`src/rtl/atmr_pkg.sv`:
```
package atmr_pkg;
  localparam int WORD_W  = 32;
  localparam int VCI_W   = 16;
  localparam int VCI_LO  = 4;   // circuit field sits at header bits [19:4]
  localparam int EOP_BIT = 1;   // last-cell marker in the header

  typedef logic [WORD_W-1:0] word_t;
  typedef logic [VCI_W-1:0]  vci_t;

  typedef struct packed {
    logic  ip;
    logic  first;
    word_t w;
  } cell_ent_t;

  function automatic vci_t hdr_vci(word_t h);
    return h[VCI_LO +: VCI_W];
  endfunction

  function automatic logic hdr_eop(word_t h);
    return h[EOP_BIT];
  endfunction

  function automatic word_t hdr_put_vci(word_t h, vci_t v);
    word_t r;
    r = h;
    r[VCI_LO +: VCI_W] = v;
    return r;
  endfunction
endpackage

```
`src/rtl/atmr_cell_fifo.sv`:
```
module atmr_cell_fifo
  import atmr_pkg::*;
#(
  parameter  int DEPTH = 56,
  localparam int AW    = $clog2(DEPTH),
  localparam int OW    = $clog2(DEPTH + 1)
) (
  input  logic          clk,
  input  logic          rst_n,
  input  logic          wr_en,
  input  cell_ent_t     wr_ent,
  input  logic          rd_en,
  output cell_ent_t     rd_ent,
  output logic [OW-1:0] occ
);
  cell_ent_t         mem [DEPTH];
  logic [AW-1:0]     wp, rp;

  function automatic logic [AW-1:0] ptr_next(logic [AW-1:0] p);
    return (p == AW'(DEPTH - 1)) ? '0 : p + AW'(1);
  endfunction

  always_ff @(posedge clk) begin
    if (wr_en) mem[wp] <= wr_ent;
  end

  always_ff @(posedge clk) begin
    if (!rst_n) begin
      wp  <= '0;
      rp  <= '0;
      occ <= '0;
    end else begin
      if (wr_en) wp <= ptr_next(wp);
      if (rd_en) rp <= ptr_next(rp);
      case ({wr_en, rd_en})
        2'b10:   occ <= occ + OW'(1);
        2'b01:   occ <= occ - OW'(1);
        default: occ <= occ;
      endcase
    end
  end

  assign rd_ent = mem[rp];

  // the entry gate upstream keeps the queue from overflowing
  a_r9_no_overflow: assert property (@(posedge clk) disable iff (!rst_n)
    wr_en |-> (occ < OW'(DEPTH)));
  // the egress never reads past the words it has been given
  a_r2_no_underflow: assert property (@(posedge clk) disable iff (!rst_n)
    rd_en |-> (occ != '0));
endmodule

```
`src/rtl/atmr_ingress.sv`:
```
module atmr_ingress
  import atmr_pkg::*;
#(
  parameter  int CELL_WORDS = 14,
  parameter  int DA_IDX     = 6,
  parameter  int DEPTH      = 56,
  localparam int CW         = $clog2(CELL_WORDS),
  localparam int OW         = $clog2(DEPTH + 1)
) (
  input  logic          clk,
  input  logic          rst_n,
  input  vci_t          cfg_ip_vci,
  input  logic          in_soc,
  input  word_t         in_data,
  output logic          in_tca,
  input  logic          req_full,
  output logic          req_wr,
  output word_t         req_addr,
  input  logic [OW-1:0] occ,
  output logic          fifo_wr,
  output cell_ent_t     fifo_ent,
  output logic          cell_done
);
  logic [CW-1:0] rx_cnt;
  logic          rx_keep, rx_first, rx_mid;
  logic          rx_idle, room, hdr_ip;
  logic          take_hdr, drop_hdr, body_wr;

  assign rx_idle  = (rx_cnt == '0);
  assign room     = (occ <= OW'(DEPTH - CELL_WORDS));
  assign hdr_ip   = (hdr_vci(in_data) == cfg_ip_vci);
  assign in_tca   = rx_idle && room && !req_full;

  // named events for the checks below
  assign take_hdr = in_soc && in_tca;
  assign drop_hdr = in_soc && rx_idle && !in_tca;
  assign body_wr  = !rx_idle && rx_keep;

  assign fifo_wr   = take_hdr || body_wr;
  assign req_wr    = body_wr && rx_first && (rx_cnt == CW'(DA_IDX));
  assign req_addr  = in_data;
  assign cell_done = body_wr && (rx_cnt == CW'(CELL_WORDS - 1));

  always_comb begin
    fifo_ent.w     = in_data;
    fifo_ent.ip    = take_hdr && hdr_ip;
    fifo_ent.first = take_hdr && hdr_ip && !rx_mid;
  end

  always_ff @(posedge clk) begin
    if (!rst_n) begin
      rx_cnt   <= '0;
      rx_keep  <= 1'b0;
      rx_first <= 1'b0;
      rx_mid   <= 1'b0;
    end else if (take_hdr || drop_hdr) begin
      rx_cnt   <= CW'(1);
      rx_keep  <= take_hdr;
      rx_first <= take_hdr && hdr_ip && !rx_mid;
      if (take_hdr && hdr_ip) rx_mid <= !hdr_eop(in_data);
    end else if (!rx_idle) begin
      rx_cnt <= (rx_cnt == CW'(CELL_WORDS - 1)) ? '0 : rx_cnt + CW'(1);
    end
  end

  // a refused cell leaves nothing in the queue
  a_r9_drop_no_write: assert property (@(posedge clk) disable iff (!rst_n)
    drop_hdr |=> !fifo_wr);
  // the request queue had room when the cell was admitted
  a_r4_req_has_room: assert property (@(posedge clk) disable iff (!rst_n)
    req_wr |-> !req_full);
  // one key per packet, never two in a row
  a_r4_single_pulse: assert property (@(posedge clk) disable iff (!rst_n)
    req_wr |=> !req_wr);
endmodule

```
`src/rtl/atmr_egress.sv`:
```
module atmr_egress
  import atmr_pkg::*;
#(
  parameter  int CELL_WORDS = 14,
  parameter  int FIFO_CELLS = 4,
  localparam int CW         = $clog2(CELL_WORDS),
  localparam int NW         = $clog2(FIFO_CELLS + 1)
) (
  input  logic      clk,
  input  logic      rst_n,
  input  cell_ent_t head,
  input  logic      cell_done,
  output logic      fifo_rd,
  input  logic      out_tca,
  input  logic      nh_empty,
  input  vci_t      nh_data,
  output logic      nh_rd,
  output logic      out_soc,
  output word_t     out_data
);
  logic [CW-1:0] tx_cnt;
  logic [NW-1:0] ready_cells;
  vci_t          held_nh, use_nh;
  word_t         hdr_out;
  logic          tx_idle, tx_start;

  assign tx_idle  = (tx_cnt == '0);
  assign tx_start = tx_idle && (ready_cells != '0) && out_tca &&
                    (!head.first || !nh_empty);
  assign fifo_rd  = tx_start || !tx_idle;
  assign nh_rd    = tx_start && head.first;
  assign use_nh   = head.first ? nh_data : held_nh;
  assign hdr_out  = head.ip ? hdr_put_vci(head.w, use_nh) : head.w;

  always_ff @(posedge clk) begin
    if (!rst_n) begin
      tx_cnt      <= '0;
      ready_cells <= '0;
      held_nh     <= '0;
      out_soc     <= 1'b0;
      out_data    <= '0;
    end else begin
      ready_cells <= ready_cells + NW'(cell_done) - NW'(tx_start);
      if (nh_rd) held_nh <= nh_data;
      if (tx_start) begin
        out_soc  <= 1'b1;
        out_data <= hdr_out;
        tx_cnt   <= CW'(1);
      end else if (!tx_idle) begin
        out_soc  <= 1'b0;
        out_data <= head.w;
        tx_cnt   <= (tx_cnt == CW'(CELL_WORDS - 1)) ? '0 : tx_cnt + CW'(1);
      end else begin
        out_soc  <= 1'b0;
        out_data <= '0;
      end
    end
  end

  // a next hop is popped only when one is present
  a_r7_pop_nonempty: assert property (@(posedge clk) disable iff (!rst_n)
    nh_rd |-> !nh_empty);
  // every cell start was permitted by downstream
  a_r8_tca_before_soc: assert property (@(posedge clk) disable iff (!rst_n)
    out_soc |-> $past(out_tca));
  // word 0 is never followed directly by another word 0
  a_r2_soc_gap: assert property (@(posedge clk) disable iff (!rst_n)
    out_soc |=> !out_soc);
  // no more complete cells than the queue can hold
  a_r9_cells_bound: assert property (@(posedge clk) disable iff (!rst_n)
    ready_cells <= NW'(FIFO_CELLS));
endmodule

```
`src/rtl/atm_ip_rewriter.sv`:
```
module atm_ip_rewriter
  import atmr_pkg::*;
#(
  parameter  int CELL_WORDS = 14,
  parameter  int DA_IDX     = 6,
  parameter  int FIFO_CELLS = 4,
  localparam int DEPTH      = FIFO_CELLS * CELL_WORDS,
  localparam int OW         = $clog2(DEPTH + 1)
) (
  input  logic        clk,
  input  logic        rst_n,
  input  logic [15:0] cfg_ip_vci,
  input  logic        in_soc,
  input  logic [31:0] in_data,
  output logic        in_tca,
  output logic        out_soc,
  output logic [31:0] out_data,
  input  logic        out_tca,
  output logic        req_wr,
  output logic [31:0] req_addr,
  input  logic        req_full,
  output logic        nh_rd,
  input  logic [15:0] nh_data,
  input  logic        nh_empty
);
  cell_ent_t     wr_ent, head;
  logic          fifo_wr, fifo_rd, cell_done;
  logic [OW-1:0] occ;

  atmr_ingress #(.CELL_WORDS(CELL_WORDS), .DA_IDX(DA_IDX), .DEPTH(DEPTH)) u_ingress (
    .clk(clk), .rst_n(rst_n), .cfg_ip_vci(cfg_ip_vci),
    .in_soc(in_soc), .in_data(in_data), .in_tca(in_tca),
    .req_full(req_full), .req_wr(req_wr), .req_addr(req_addr),
    .occ(occ), .fifo_wr(fifo_wr), .fifo_ent(wr_ent), .cell_done(cell_done)
  );

  atmr_cell_fifo #(.DEPTH(DEPTH)) u_fifo (
    .clk(clk), .rst_n(rst_n), .wr_en(fifo_wr), .wr_ent(wr_ent),
    .rd_en(fifo_rd), .rd_ent(head), .occ(occ)
  );

  atmr_egress #(.CELL_WORDS(CELL_WORDS), .FIFO_CELLS(FIFO_CELLS)) u_egress (
    .clk(clk), .rst_n(rst_n), .head(head), .cell_done(cell_done),
    .fifo_rd(fifo_rd), .out_tca(out_tca), .nh_empty(nh_empty),
    .nh_data(nh_data), .nh_rd(nh_rd), .out_soc(out_soc), .out_data(out_data)
  );
endmodule

```
`config.mk`:
```
export PLATFORM = sky130hd
export DESIGN_NAME = atm_ip_rewriter
export DESIGN_NICKNAME = d
export VERILOG_FILES = /design/src/rtl/atmr_pkg.sv /design/src/rtl/atmr_cell_fifo.sv /design/src/rtl/atmr_ingress.sv /design/src/rtl/atmr_egress.sv /design/src/rtl/atm_ip_rewriter.sv
export SDC_FILE = /design/constraint.sdc
export NUM_CORES = 2
export LEC_CHECK = 0
export BUFFER_PORTS_ARGS = -buffer_cell sky130_fd_sc_hd__buf_2
export CAP_MARGIN = 15
export CORE_ASPECT_RATIO = 1.1
export CORE_MARGIN = 4
export CORE_UTILIZATION = 35
export CTS_BUF_LIST = sky130_fd_sc_hd__clkbuf_16
export DETAILED_ROUTE_END_ITERATION = 10
export MAX_ROUTING_LAYER = met4
export PLACE_DENSITY = 0.57
export SLEW_MARGIN = 25
export SYNTH_ARGS = -nofsm -noshare
export SYNTH_HDL_FRONTEND = slang
export SYNTH_SLANG_ARGS = --single-unit
```
`constraint.sdc`:
```
create_clock -name clk -period 5.92 [get_ports clk]
set_clock_uncertainty 0.1 [all_clocks]
set_input_delay 0.296 -clock clk [delete_from_list [all_inputs] [get_ports clk]]
set_output_delay 0.296 -clock clk [all_outputs]
set_load 0.02 [all_outputs]
```
# == After elaboration in Yosys (flattened, before gate mapping) ==
# Memories as Yosys holds them, arrays and structs flattened. A register that Yosys moved wholly into a read port is not among the register bits.
# Cells that the tools add are included.
# op_classes
n_addsub,8
n_lt_le_gt_ge,1
n_eq_ne,10
n_mux,18
bitwise_logic,1
reduce_logical,34
# ops
op,count
two-way mux 32 bit,2
two-way mux 6 bit,4
two-way mux 20 bit,1
adder 6 x 1 -> 6 bit (second input constant),3
== test 16 bit,1
two-way mux 16 bit,1
logical AND 1 bit,15
== test 6 bit (second input constant),2
one-hot mux 6 bit (2 select lines),1
adder 4 x 1 -> 4 bit (second input constant),2
== test 4 bit (second input constant),2
zero test 1 bit,8
zero test 4 bit,2
two-way mux 4 bit,2
two-way mux 1 bit,7
<= comparator 6 bit (second input constant),1
subtractor 6 x 1 -> 6 bit (second input constant),1
== test 4 x 3 -> 1 bit (second input constant),1
logical OR 1 bit,4
!= test 2 bit (second input constant),2
OR reduction 2 bit,2
adder 3 x 1 -> 3 bit,1
nonzero test 3 bit,1
subtractor 3 x 1 -> 3 bit,1
5 further kinds,5
# word_totals
regBits,81
ramBits,1904
output_inout_bits,68
elab_cells,87
mem_count,1
# mem_list
memory,depth,word_bits,rd,rd_ports_with_merged_regs,write_ports,line,source
u_fifo.mem,56,34,1,1,1,atmr_cell_fifo.sv:16,cell_ent_t mem [DEPTH];

# == Logic depth before layout (Yosys ltp) ==
# depth
depth_word,7
ltp_mapped,19
mapped_depth_nobuf,15

# == Hierarchy ==
# A second synthesis with hierarchy kept.
# hier_totals
cells_unflattened,3718
area_unflattened_um2,77465.5
# by_module_without_submodules
module,instances,cells_per_inst,area_each_um2,seq_area_each_um2
atmr_cell_fifo,1,3365,74039.8,57655.3
atmr_egress,1,221,2357.3,1121.1
atmr_ingress,1,132,1068.5,140.1

# == Least setup slack after synthesis ==
# OpenSTA, ideal clock, no wires.
# synth_timing
path_kind,reg2reg
from,register u_ingress.rx_cnt[0]
to,memory u_fifo.mem[40][0] (netlist name) (enable)
setup_time_ns,0.512
arrival_ns,5.044
path_slack_ns,0.265
stages_incl_launch_ff,9
path_buffers,2
period_less_slack_ns,5.655
cell_sequence,dfxtp_1 -> clkbuf_1 -> nor4_1 -> nand2_1 -> a211oi_1 -> a21o_1 -> clkbuf_1 -> nand4b_1 -> nor4_1
# synth_via
elab_chain_cells,7
elab_cells_between_ends,9
cone_classes,mux (2); reduce/logical (7)
# synth_rtl
item,line,source
"start, declared",atmr_ingress.sv:24,logic [CW-1:0] rx_cnt;
"start signal, assigned",atmr_ingress.sv:62,rx_cnt <= (rx_cnt == CW'(CELL_WORDS - 1)) ? '0 : rx_cnt + CW'(1);
zero test 4 bit (*),atmr_ingress.sv:29,assign rx_idle = (rx_cnt == '0);
logical AND 1 bit (2 in series),atmr_ingress.sv:32,assign in_tca = rx_idle && room && !req_full;
logical AND 1 bit,atmr_ingress.sv:35,assign take_hdr = in_soc && in_tca;
logical OR 1 bit (*),atmr_ingress.sv:39,assign fifo_wr = take_hdr || body_wr;
two-way mux 1 bit (*),atmr_cell_fifo.sv:24,if (wr_en) mem[wp] <= wr_ent;
two-way mux 1 bit (not written as such) (*),atmr_cell_fifo.sv:24,
"end, declared",atmr_cell_fifo.sv:16,
# Every way passes the cells marked *; elsewhere a longest branch is shown, timed or not.

==> impl_metrics.csv <==
group,metric,value,unit
yosys,synth-edff-count,1904,
pwr,power_density,364,nW/um2
setup_path,worstRegToRegCells,14,
yosys,ys.flop_type,"edfxtp_1",
worst_hold_path,min_path_cells,2,
clocking,clk_path_buf_depth,3,
drt,wl_met2,96700,um
yosys,synth_top_area_share,74.5,%
drt,dr.pass1.iters,5,
global_route,grt_pass1_wl,280000,um
timing,post-route-min-period,4.66,ns
global_route,antenna_found_initial,9,
timing,drv_slew,0,
cells_and_area,drive_gt1_share,30.8,%
yosys,synth.yosys.seq_area_share,76.8,%
clocking,h-tree-depth,4,
run_status,outcome,"finished clean",
drt,wire_per_inst,29.2,um
timing,hold_slack,0.0435,ns
yosys,yosysWarnings,0,
setup_path,critPathSlowestCell,"dfxtp_4",
clocking,cts_sinks,1991,
die,io_pins,138,
yosys,synth_cells,3394,
setup_path,cp.arrival,5.32,ns
global_route,gr-usage-all-layers,17.8,%
setup_path,cpPeakStageDelay,0.74,ns
timing,fin_crit_sh,78.8,%
placed_design,dp_hpwl,110000,um
die,floorplan.initialDensity,35.3,%
die,coreArea,217000,um2
setup_path,end_kind,"flop",
yosys,yosys.area.top_type,"edfxtp_1",
drt,drt_iter0_drc,3996,
setup_path,crit_chain,"mux4_2 > mux2_2 > a2bb2oi_1 > and3_1 > a211o_1 > and2_1 > inv_1 > ha_1 > or3b_2 > a21boi_0 > or2_2 > xnor2_1 > or3_1 > a21oi_1",
timing,fmax,214,MHz
die,rows,179,
cells_and_area,final_util,40.5,%
timing,finalSetupViolCount,0,
clocking,clkTransAtPathRegs,0.06,ns
timing,rsz0062_at_grt,"no",
setup_path,cp_num_buf_inv,1,
cells_and_area,areaGrowthSynthToFinish,14.7,%
drt,wl_met1,83100,um
drt,ant_nets,0,
yosys,synth_area,76700,um2
clocking,clock_latency,0.83,ns
setup_path,rr_endpoint,"u_fifo.occ[3]",
timing,tns,0,ns
worst_hold_path,hold-path-endpoint,"u_fifo.mem[20][25]",
yosys,syn-mean-instance-area,22.6,um2
yosys,ys_types,67,
setup_path,cp.required,6.57,ns
global_route,grt_pass1_vias,36903,
global_route,grt_overflow,0,
pwr,max-vdd-ir-drop,0.323,mV
worst_hold_path,hp-class,"primary input to flop",
cells_and_area,fillCellCount,18915,
clocking,cts_buffers,203,
cells_and_area,nets,3771,
setup_path,path_max_fanout,37,
placed_design,portBuffers,137,
drt,via_count,36070,
clocking,cts-root-buf,"clkbuf_16",
timing,tightest_slew,1.04,ns
setup_path,ff2ff_setup_slack,1.26,ns
timing,hold_violations,0,
yosys,yosys_register_bits,1991,
yosys,async_flop_share,0,%
setup_path,path_class,"flop to flop",
pwr,leakagePower,27.4,nW
timing,maxSlewHeadroom,30.4,%
worst_hold_path,min-delay-start,"in_data[25]",
drt,drt-total-wl,198000,um
clocking,tritoncts,"yes",
drt,vias_per_cell,5.34,
setup_path,crit_family,"simple AND/OR/NAND/NOR gates",
job,maxCapViolations,0,
drt,top_layer,"met4",
die,dieArea,227000,um2
placed_design,place_congestion,0.781,
yosys,netlist_top_cells_area,"edfxtp_1 (75%), mux4_2 (17%), dfxtp_1 (2.3%), mux2i_1 (0.81%), buf_2 (0.58%)",
yosys,synth_fp_nets,3472,
setup_path,cp-start-kind,"flop",
die,die_x,454,um
die,die_h,499,um
drt,drc,0,
drt,wl_met3,12900,um
global_route,grt_max_degree,120,
routing by layer:
metal / global-route usage, % / vias to the layer above
met3: 3.44 / 266
met2: 28.1 / 1260
li1: - / 14915
met1: 23.8 / 19629
met4: 4.78 / 0
met5: - / -
cell usage after synthesis, types with 4 or more instances:
| cell | n |
|---|---|
| a211o_1 | 5 |
| a211oi_1 | 37 |
| a21oi_1 | 79 |
| and2_1 | 20 |
| and3_1 | 9 |
| buf_1 | 10 |
| buf_2 | 89 |
| buf_4 | 52 |
| buf_6 | 8 |
| clkbuf_1 | 56 |
| dfxtp_1 | 87 |
| edfxtp_1 | 1904 |
| ha_1 | 7 |
| inv_1 | 15 |
| mux2i_1 | 62 |
| mux4_2 | 565 |
| nand2_1 | 101 |
| nand2b_1 | 8 |
| nand3_1 | 9 |
| nand3b_1 | 9 |
| nand4_1 | 7 |
| nand4b_1 | 4 |
| nor2_1 | 98 |
| nor3_1 | 15 |
| nor4_1 | 5 |
| o21ai_0 | 15 |
| o21ai_1 | 9 |
| o22ai_1 | 9 |
| o22ai_2 | 10 |
| or3_1 | 9 |
| or3b_2 | 5 |
| xnor2_1 | 22 |
| xor2_1 | 7 |
flip-flops by register name, indices dropped and copies added (netlist names), 3 cells and up, named ones only:
name                  cells
u_fifo.mem             1904
u_egress.out_data        32
u_egress.held_nh         16
u_fifo.occ                6
u_fifo.rp                 6
u_fifo.wp                 6
u_egress.tx_cnt           4
u_ingress.rx_cnt          4
u_egress.ready_cells      3
cell type report:
type / count / area, um2 / share of cell area (%)
inverter: 17 / 73.8 / 0.0839
timing repair buffer: 313 / 2340 / 2.66
sequential: 1991 / 58900 / 67.0
multi-input combinational: 1167 / 16900 / 19.2
clock inverter: 167 / 932 / 1.06
antenna: 5 / 12.5 / 0.0142
tap: 2896 / 3620 / 4.12
clock buffer: 205 / 5130 / 5.83
power breakdown:
part / internal [W] / switching [W] / total [W]
Sequential: 0.0156 / 0.000152 / 0.0157
Combinational: 0.00216 / 0.00239 / 0.00455
Clock: 0.00654 / 0.00523 / 0.0118
Total: 0.0243 / 0.00777 / 0.0320
worst max path at each step:
stage	endpoint	depth (start not counted)
global placement	u_fifo.occ[3]	14
global route	u_fifo.occ[4]	15
detailed placement	u_fifo.occ[3]	14
floorplan	u_fifo.mem[40][0]	8
finish	u_fifo.occ[3]	14
CTS	u_fifo.occ[3]	14
repair_timing:
| action | in CTS | in global routing |
|---|---|---|
| setup buffers | 0 | 0 |
| endpoints found under the hold margin | 336 | 168 |
| hold buffers | 30 | 3 |
| resized for setup | 0 | 0 |
placed cells by master, fill, tap and decap left out, drive strengths merged, types with 3 or more instances in the layout:
cell type    instances
dlygate4sd3         33
clkinv              86
nand4                7
o22ai               19
nand2              101
or3b                 5
ha                   7
inv                 89
xnor2               22
nor2                98
nor3                15
a211oi              37
edfxtp            1904
and3                 9
mux2i               62
nand2b               8
or3                  9
o21ai               25
nand3                9
clkbuf             205
diode                5
a211o                5
a21oi               79
o211ai               3
nor4                 5
nand3b               9
nand4b               4
dfxtp               87
xor2                 7
mux4               568
bufinv               7
buf                280
and2                20
cell families after synthesis:
family	Yosys count	share of synthesized area, %
adders and majority gates	8	0.140
muxes	632	17.5
AOI/OAI and AO/OA	191	1.64
buffers and inverters	236	1.67
DFF	1991	76.8
xor gates and xnor gates	29	0.331
and+or+nand+nor	307	1.87
per-stage QoR:
| stage | power [W] | setup slack [ns] | std cells | cell area (um2) |
|---|---|---|---|---|
| floorplan | 0.0192 | 0.265 | 3394 | 76700 |
| global placement | 0.0206 | 1.28 | 6345 | 81400 |
| detailed placement | 0.0207 | 1.25 | 6346 | 81400 |
| CTS | 0.0324 | 1.24 | 6748 | 87800 |
| global route | 0.0333 | 0.872 | 6760 | 88000 |
| finish | 0.0320 | 1.26 | 6761 | 88000 |
Note: power is estimated with default switching activity, not from simulation.
